[src/rtl/bitpipe_mul_pkg.sv]
package bitpipe_mul_pkg;

  // Cycles from operand capture to product register.
  function automatic int pipe_depth(input int n);
    return 2 * n - 1;
  endfunction

  // Start offset of the delay line for multiplier bit j (j >= 2).
  // Line j has j-1 taps, so the lines pack into a triangular vector.
  function automatic int tri_base(input int j);
    return ((j - 2) * (j - 1)) / 2;
  endfunction

endpackage

[src/rtl/bitpipe_mul_seed_row.sv]
// First row: adds partial products 0 and 1 with one half adder per weight.
module bitpipe_mul_seed_row #(
  parameter int N = 8
) (
  input  logic             clk,
  input  logic             en,
  input  logic [N-1:0]     mcand_i,
  input  logic [1:0]       mplr_lo_i,
  output logic [2*N-1:0]   sum_o,
  output logic [2*N-1:0]   carry_o
);
  localparam int W = 2 * N;

  logic [W-1:0] pa, pb, sum_d, carry_d;

  always_comb begin
    pa = '0;
    pb = '0;
    for (int j = 0; j < N; j++) begin
      pa[j]   = mcand_i[j] & mplr_lo_i[0];
      pb[j+1] = mcand_i[j] & mplr_lo_i[1];
    end
    sum_d      = pa ^ pb;
    carry_d[0] = 1'b0;
    for (int w = 1; w < W; w++) begin
      carry_d[w] = pa[w-1] & pb[w-1];
    end
  end

  always_ff @(posedge clk) begin
    if (en) begin
      sum_o   <= sum_d;
      carry_o <= carry_d;
    end
  end

endmodule

[src/rtl/bitpipe_mul_add_row.sv]
// Accumulating row K: full adder of sum, carry and partial product K per weight.
// Each output bit depends on sum[w], carry[w], one multiplicand bit and the
// multiplier bit K: four inputs.
module bitpipe_mul_add_row #(
  parameter int N = 8,
  parameter int K = 2
) (
  input  logic             clk,
  input  logic             en,
  input  logic [2*N-1:0]   sum_i,
  input  logic [2*N-1:0]   carry_i,
  input  logic [N-1:0]     mcand_i,
  input  logic             mplr_bit_i,
  output logic [2*N-1:0]   sum_o,
  output logic [2*N-1:0]   carry_o
);
  localparam int W = 2 * N;

  logic [W-1:0] pp, sum_d, carry_d;

  always_comb begin
    pp = '0;
    for (int j = 0; j < N; j++) begin
      pp[j+K] = mcand_i[j] & mplr_bit_i;
    end
    sum_d      = sum_i ^ carry_i ^ pp;
    carry_d[0] = 1'b0;
    for (int w = 1; w < W; w++) begin
      carry_d[w] = (sum_i[w-1] & carry_i[w-1]) |
                   (sum_i[w-1] & pp[w-1]) |
                   (carry_i[w-1] & pp[w-1]);
    end
  end

  always_ff @(posedge clk) begin
    if (en) begin
      sum_o   <= sum_d;
      carry_o <= carry_d;
    end
  end

endmodule

[src/rtl/bitpipe_mul_merge_row.sv]
// Carry-resolve row: half adder per weight, the carry moves up one weight.
module bitpipe_mul_merge_row #(
  parameter int N = 8
) (
  input  logic             clk,
  input  logic             en,
  input  logic [2*N-1:0]   sum_i,
  input  logic [2*N-1:0]   carry_i,
  output logic [2*N-1:0]   sum_o,
  output logic [2*N-1:0]   carry_o
);
  localparam int W = 2 * N;

  logic [W-1:0] sum_d, carry_d;

  always_comb begin
    sum_d      = sum_i ^ carry_i;
    carry_d[0] = 1'b0;
    for (int w = 1; w < W; w++) begin
      carry_d[w] = sum_i[w-1] & carry_i[w-1];
    end
  end

  always_ff @(posedge clk) begin
    if (en) begin
      sum_o   <= sum_d;
      carry_o <= carry_d;
    end
  end

endmodule

[src/rtl/bitpipe_mul.sv]
// Stage map (index = register stage):
//   0            seed row, partial products 0 and 1
//   1 .. N-2     add rows, partial product K = index+1
//   N-1 .. L-2   merge rows
//   L-1          final merge into the product register (L = 2N-1)
module bitpipe_mul
  import bitpipe_mul_pkg::*;
#(
  parameter int N = 8
) (
  input  logic             clk,
  input  logic             rst_n,
  input  logic             in_valid,
  input  logic [N-1:0]     a,
  input  logic [N-1:0]     b,
  output logic             out_valid,
  output logic [2*N-1:0]   product
);
  localparam int W    = 2 * N;
  localparam int LAT  = pipe_depth(N);
  localparam int NFWD = N - 2;
  localparam int BD   = tri_base(N);

  logic [LAT-1:0] vld_q, stage_en;
  logic [W-1:0]   sum_q [LAT-1];
  logic [W-1:0]   cry_q [LAT-1];
  logic [N-1:0]   mcand_d [NFWD];
  logic [N-1:0]   mcand_q [NFWD];
  logic [BD-1:0]  bdly_d, bdly_q, bdly_en;
  logic [W-1:0]   prod_d, prod_q;

  // Valid pipeline; stage k loads when the data entering it is valid.
  assign stage_en = {vld_q[LAT-2:0], in_valid};

  always_ff @(posedge clk or negedge rst_n) begin
    if (!rst_n) vld_q <= '0;
    else        vld_q <= stage_en;
  end

  // Multiplicand delay registers, aligned with stages 0 .. N-3.
  for (genvar k = 0; k < NFWD; k++) begin : g_mcand
    if (k == 0) begin : g_head
      assign mcand_d[k] = a;
    end else begin : g_body
      assign mcand_d[k] = mcand_q[k-1];
    end
  end

  always_ff @(posedge clk) begin
    for (int k = 0; k < NFWD; k++) begin
      if (stage_en[k]) mcand_q[k] <= mcand_d[k];
    end
  end

  // Multiplier bit j travels j-1 stages until row K=j uses it.
  for (genvar j = 2; j < N; j++) begin : g_bline
    for (genvar d = 0; d < j - 1; d++) begin : g_tap
      localparam int IDX = tri_base(j) + d;
      if (d == 0) begin : g_head
        assign bdly_d[IDX] = b[j];
      end else begin : g_body
        assign bdly_d[IDX] = bdly_q[IDX-1];
      end
      assign bdly_en[IDX] = stage_en[d];
    end
  end

  always_ff @(posedge clk) begin
    for (int i = 0; i < BD; i++) begin
      if (bdly_en[i]) bdly_q[i] <= bdly_d[i];
    end
  end

  bitpipe_mul_seed_row #(.N(N)) u_seed (
    .clk       (clk),
    .en        (stage_en[0]),
    .mcand_i   (a),
    .mplr_lo_i (b[1:0]),
    .sum_o     (sum_q[0]),
    .carry_o   (cry_q[0])
  );

  for (genvar s = 1; s <= N - 2; s++) begin : g_add
    bitpipe_mul_add_row #(.N(N), .K(s + 1)) u_add (
      .clk        (clk),
      .en         (stage_en[s]),
      .sum_i      (sum_q[s-1]),
      .carry_i    (cry_q[s-1]),
      .mcand_i    (mcand_q[s-1]),
      .mplr_bit_i (bdly_q[tri_base(s + 1) + s - 1]),
      .sum_o      (sum_q[s]),
      .carry_o    (cry_q[s])
    );
  end

  for (genvar s = N - 1; s <= LAT - 2; s++) begin : g_merge
    bitpipe_mul_merge_row #(.N(N)) u_merge (
      .clk     (clk),
      .en      (stage_en[s]),
      .sum_i   (sum_q[s-1]),
      .carry_i (cry_q[s-1]),
      .sum_o   (sum_q[s]),
      .carry_o (cry_q[s])
    );
  end

  // Last merge: every carry left lands at weight 2N or above, so only sums remain.
  assign prod_d = sum_q[LAT-2] ^ cry_q[LAT-2];

  always_ff @(posedge clk) begin
    if (stage_en[LAT-1]) prod_q <= prod_d;
  end

  assign out_valid = vld_q[LAT-1];
  assign product   = prod_q;

endmodule

[config.mk]
export PLATFORM = sky130hd
export DESIGN_NAME = bitpipe_mul
export DESIGN_NICKNAME = d
export VERILOG_FILES = /design/src/rtl/bitpipe_mul_pkg.sv /design/src/rtl/bitpipe_mul_seed_row.sv /design/src/rtl/bitpipe_mul_add_row.sv /design/src/rtl/bitpipe_mul_merge_row.sv /design/src/rtl/bitpipe_mul.sv
export SDC_FILE = /design/constraint.sdc
export NUM_CORES = 1
export LEC_CHECK = 0
export BUFFER_PORTS_ARGS = -buffer_cell sky130_fd_sc_hd__buf_2
export CORE_AREA = 2 2 159 161
export DETAILED_ROUTE_END_ITERATION = 6
export DIE_AREA = 0 0 161 163
export PLACE_DENSITY = 0.74
export SETUP_SLACK_MARGIN = 0.2
export SLEW_MARGIN = 40
export SYNTH_ARGS = -nofsm -noshare
export SYNTH_HDL_FRONTEND = slang
export SYNTH_SLANG_ARGS = --single-unit
export TNS_END_PERCENT = 20
[constraint.sdc]
create_clock -name clk -period 1.2 [get_ports clk]
set_input_delay 0.24 -clock clk [delete_from_list [all_inputs] [get_ports clk]]
set_output_delay 0.24 -clock clk [all_outputs]
set_load 0.01 [all_outputs]
-- Word-level counts from Yosys, hierarchy flattened
Memory sizes are Yosys's and may differ from the RTL's.
Index checks and enable logic that the tools add are counted.
- output and inout port bits: 17
- register bits after elaboration: 455
- bits of input ports: 19
- bits in writable memories: 48
- memories: 1
- bitwise logic cells: 439
- multiplexer cells: 12
- memories (name ; words ; bits a word ; read ports ; clocked after memory_dff ; wr ports ; line ; RTL):
    mcand_q ; 6 ; 8 ; 6 ; 0 ; 6 ; bitpipe_mul.sv:28 ; logic [N-1:0] mcand_q [NFWD];
- operator list (operator ; count):
    AND 1 bit ; 321
    bitwise XOR 16 bit ; 11
    OR 1 bit ; 94
    bitwise XOR 16 x 11 -> 16 bit ; 2
    bitwise XOR 16 x 12 -> 16 bit ; 2
    bitwise XOR 16 x 10 -> 16 bit ; 1
    bitwise XOR 16 x 13 -> 16 bit ; 1
    bitwise XOR 16 x 14 -> 16 bit ; 1
    bitwise XOR 16 x 15 -> 16 bit ; 1
    bitwise XOR 16 x 9 -> 16 bit ; 1
    2-to-1 mux 1 bit ; 12
    bitwise XOR 8 x 9 -> 9 bit ; 1
    AND 1 bit (second input constant) ; 3

-- Longest topological paths before layout
An unclocked memory read counts as a cell.
- depth after elaboration: 5
- gate-level depth with buffers: 3
- gate-level depth less buffers: 3

-- Hierarchy
From an unflattened synthesis, not the netlist that was laid out.
- cell total of the unflattened synthesis: 1055
- area total of the unflattened synthesis: 19952.9 sq um
- by module, submodules not included (module ; cells an instance ; area each (sq um) ; instances):
    bitpipe_mul_add_row ; 90 ; 1353.8 ; 6
    bitpipe_mul_merge_row ; 49 ; 1138.6 ; 7
    bitpipe_mul ; 116 ; 3067.9 ; 1
    bitpipe_mul_seed_row ; 56 ; 792.0 ; 1

-- Worst setup path before layout
No wires, ideal clock.
- path type: register -> register
- from: register vld_q[0]
- to: register bdly_q[11] (enable)
- stages on the path, launching flop included: 1
- data required time: 813 ps
- slack: -95 ps
- buffers on the path: 0
- arrival time: 909 ps
- period minus slack after synthesis: 1295 ps
- path through: dfrtp_1
- RTL lines (element ; line ; RTL):
    start: declaration ; bitpipe_mul.sv:24 ; logic [LAT-1:0] vld_q, stage_en;
    start signal: assignment ; bitpipe_mul.sv:37 ; else vld_q <= stage_en;
    end signal: indexed assignment ; bitpipe_mul.sv:70 ; if (bdly_en[i]) bdly_q[i] <= bdly_d[i];
    end: declaration ; bitpipe_mul.sv:29 ; logic [BD-1:0] bdly_d, bdly_q, bdly_en;
No word-level cell between the ends.

-- Worst setup path in the final report
- from: register bdly_q[14]
- to: register g_add[5].u_add.sum_o[8], data pin
- cells in the longest elaborated chain, start to end: 2
- ends and longest elaborated chain (element ; line ; RTL):
    AND 1 bit ; bitpipe_mul_add_row.sv:24 ; pp[j+K] = mcand_i[j] & mplr_bit_i;
    bitwise XOR 16 x 14 -> 16 bit ; bitpipe_mul_add_row.sv:26 ; sum_d = sum_i ^ carry_i ^ pp;
    via g_add[5].u_add.sum_d[8] ; bitpipe_mul_add_row.sv:19 ; logic [W-1:0] pp, sum_d, carry_d;
    end signal: assignment ; bitpipe_mul_add_row.sv:37 ; sum_o <= sum_d;
    end: declaration ; bitpipe_mul_add_row.sv:14 ; output logic [2*N-1:0] sum_o,
The timed path passes the listed nets, and every way through them passes these cells.
A chain may end at the register's enable or synchronous reset.

==> summary.md <==
| Metric | Value |
|---|---|
| Top fanout value on the critical path | 8 |
| Die span in x | ~160 microns |
| Wire length of the first global-routing pass | 25.0 mm |
| WP buf/inv | 1 |
| Final period utilization | 121% |
| Root buffer selected by CTS | sky130_fd_sc_hd__clkbuf_16 |
| Max Clk Rate | between 600 and 700 MHz |
| Cell with the largest stage delay on the worst path | sky130_fd_sc_hd__edfxtp_1 |
| Final critical delay including setup and external delays | 1.45 ns |
| Number of I/O pins | 36 |
| Number of cell rows | 58 |
| Global route total overflow | 0 |
| Startpoint Class | register |
| Avg Cell Area, Syn | between 15 and 20 sq um |
| Share of cells above drive strength 1 | about a fifth |
| Non-filler cells, final | ~1100 |
| Placeable core area | roughly 25000 sq um |
| RSZ-0062 raised after global routing | true |
| Dpl cells | roughly 1100 |
| DRC errors left | 0 |
| Final slew viol count | 0 |
| Global route hottest layer | met2 |
| Number of library cell types mapped by synthesis | 8 |
| Final Instance Area | roughly 16000 sq um |
| Mapped cell area | 13400 sq um |
| Violations in the final reports | setup timing |
| Starting utilization of the core area | 54.1% |
| Setup violation total in the final timing report | 68 |
| Part of the Yosys area used for sequential elements | 83.1% |
| Path type of the worst min-delay path | input pin to register |
| RD Place Congestion | approximately 0.7 |
| Worst path required time | 1.46 ns |
| TritonCTS clock tree | yes |
| Setup skew after layout | 0.00892 ns |
| Sequence of cells on the critical path | nand2_1 -> fa_2 -> inv_1 |
| Hold Vio Cnt, Final | 0 |
| Net Count, Synth | about 780 |
| Synthesized instance count | 687 |
| Detail Route Antenna Nets | 0 |
| Power Total | 27.4 mW |
| Count of warnings emitted by yosys | 0 |
| Largest stage delay, worst path | 0.53 ns |
| Worst setup path category | register to register |
| GR met2 Demand/Resource | 24.7% |
| Count of port buffers added during placement | 35 |
| Total number of clock tree sinks | 372 |
| Number of antenna violations at the first check in global routing | 0 |
| TritonCTS buffer count | 36 |
| Synth Register Bits | between 300 and 400 |
| Number of antenna diodes | 0 |
| Relative slew slack | a little under three quarters |
| Vias/cell | roughly 4.6 |
| Total power density per cell area | ~1800 nW/um^2 |
| Endpoint arrival time on the critical path | around 1.7 ns |
| H-tree level count | 2 |
| Leakage component of the power | 6.30 nW |
| M1 GR Usage | 11.2% |
| Worst-Margin Slew | 0.421 ns |
| Total GRT Usage | approximately 12% |
| Wire length per cell after detailed routing | roughly 13 microns |
| Die height | around 160 microns |
| Clock insertion delay at the later pin of the skew report | 0.50 ns |
| Max capacitance violation total | 0 |
| Reg clk slew, reported paths | around 0.060 ns |
| Top delay family on crit path | flip-flops |
| Detailed-route via count | approximately 5300 |
| Post-Route Utilization | 63.4% |
| Number of global-route vias before repair | 5625 |
| Largest net degree at the start of global routing | 32 |
| DIE AREA | 26200 sq um |
| Kind of end point of the critical path | register |
| Final worst slack | -0.252 ns |
| Count of filler cells inserted in the layout | about 1700 |
| Count of nets after finishing | 890 |
| Final Routed Wirelength | ~15 mm |
| Met3 track demand over resource in global routing | under 10% |
| Post-Place Worst Slack | -0.247 ns |
| Count of routing violations after the opening detailed-route iteration | between 200 and 250 |
| Outcome | complete, but fails checks |
| Number of iterations in the first detailed-routing pass | 4 |
| Synthesis-to-layout area growth | 17.2% |
| Placed inst area | approximately 14000 sq um |
| Worst IR Drop VDD | between 0.001 and 0.0015 V |
| Clock tree buffer depth | 3 |
| HPWL after DPL | between 9 and 10 mm |
sequential cells by signal, indices dropped and copies added (netlist names):
register and flops:
bdly_q 21, mcand_q 48, g_merge.u_merge.carry_o 28, g_add.u_add.carry_o 42, u_seed.sum_o 9, product 16
u_seed.carry_o 7, g_add.u_add.sum_o 75, g_merge.u_merge.sum_o 111, vld_q 15
final cells by class:
cell class	instances	area, sq um	share of cell area (%)
clock buffer	46	970	6.20
clock inverter	17	149	0.952
inverter	168	631	4.03
multi-input combinational	147	1790	11.4
sequential	372	11100	71.0
tap	330	413	2.64
timing repair buffer	69	582	3.72
routing by layer:
metal	wire length, microns	vias up	share of wire [%]
met5	0	-	0
met4	446	0	3.0
met1	4890	2611	33
met2	9020	96	60
li1	-	2544	-
met3	613	38	4.1
synth_stat cells:
master | instances | area, sq um
sky130_fd_sc_hd__fa_1 | 42 | 841
sky130_fd_sc_hd__edfxtp_1 | 357 | 10700
sky130_fd_sc_hd__dfrtp_1 | 15 | 375
sky130_fd_sc_hd__inv_1 | 168 | 631
sky130_fd_sc_hd__nand2_1 | 42 | 158
sky130_fd_sc_hd__and2_1 | 22 | 138
sky130_fd_sc_hd__xor2_1 | 6 | 52.6
sky130_fd_sc_hd__ha_1 | 35 | 438
timing repair:
| item | 4_1_cts | 5_1_grt |
|---|---|---|
| buffers inserted | 7 | 1 |
| pin swaps | 14 | 16 |
| hold buffers | 15 | 0 |
| resized for setup | 25 | 44 |
| endpoints found under the setup margin | 230 | 252 |
| endpoints found under the hold margin | 29 | 0 |
worst paths after layout:
| check | startpoint | to | slack, ns | cells past startpoint |
|---|---|---|---|---|
| worst max-delay path | bdly_q[14] | g_add[5].u_add.sum_o[8] | -0.25 | 3 |
| worst min-delay path | a[0] | u_seed.sum_o[0] | 0.05 | 2 |
| worst max register to register | bdly_q[14] | g_add[5].u_add.sum_o[8] | -0.25 | 3 |
| worst min register to register | g_merge[10].u_merge.sum_o[8] | g_merge[11].u_merge.sum_o[8] | 0.41 | 0 |
| max in group asynchronous | rst_n | vld_q[4] | 0.65 | 2 |
| min in group asynchronous | rst_n | vld_q[0] | 0.22 | 2 |
report_power, final:
part,switching [mW],leakage (nW),internal (mW)
Clock,4.25,0.549,6.33
Sequential,0.337,3.72,15.3
Combinational,0.720,2.03,0.512
Total,5.31,6.30,22.1
cells in the final DEF (no fill, tap or decap):
| cell | netlist | layout |
|---|---|---|
| sky130_fd_sc_hd__inv_2 | 0 | 11 |
| sky130_fd_sc_hd__nand2_1 | 42 | 13 |
| sky130_fd_sc_hd__bufinv_16 | 0 | 3 |
| sky130_fd_sc_hd__nand2_2 | 0 | 15 |
| sky130_fd_sc_hd__clkinv_1 | 0 | 9 |
| sky130_fd_sc_hd__buf_4 | 0 | 6 |
| sky130_fd_sc_hd__xor2_1 | 6 | 6 |
| sky130_fd_sc_hd__buf_8 | 0 | 1 |
| sky130_fd_sc_hd__clkbuf_16 | 0 | 37 |
| sky130_fd_sc_hd__dlygate4sd3_1 | 0 | 15 |
| sky130_fd_sc_hd__buf_2 | 0 | 35 |
| sky130_fd_sc_hd__dfrtp_4 | 0 | 5 |
| sky130_fd_sc_hd__edfxtp_1 | 357 | 357 |
| sky130_fd_sc_hd__buf_12 | 0 | 7 |
| sky130_fd_sc_hd__buf_6 | 0 | 5 |
| sky130_fd_sc_hd__clkbuf_8 | 0 | 1 |
| sky130_fd_sc_hd__clkinv_2 | 0 | 5 |
| sky130_fd_sc_hd__inv_1 | 168 | 157 |
| sky130_fd_sc_hd__fa_1 | 42 | 34 |
| sky130_fd_sc_hd__clkbuf_1 | 0 | 8 |
| sky130_fd_sc_hd__ha_1 | 35 | 35 |
| sky130_fd_sc_hd__dfrtp_1 | 15 | 10 |
| sky130_fd_sc_hd__fa_2 | 0 | 8 |
| sky130_fd_sc_hd__nand2_4 | 0 | 14 |
| sky130_fd_sc_hd__and2_1 | 22 | 22 |
metrics by stage:
step,hold slack (ns),TNS (ns)
after detailed placement,0.194,-8.48
after global routing,0.0656,-12.13
final,0.0501,-8.53
after CTS,0.0382,-8.08
after floorplan,-0.0556,-2.04
after global placement,0.176,-7.06
cell families after synthesis:
logic type               count (synthesis)  synth area share (%)
XOR/XNOR                                 6                 0.394
adder cells (fa/ha/maj)                 77                  9.58
AND/OR/NAND/NOR                         64                  2.21
buffers and inverters                  168                  4.72
flip-flops                             372                  83.1
Note: power is estimated with default switching activity, not from simulation.
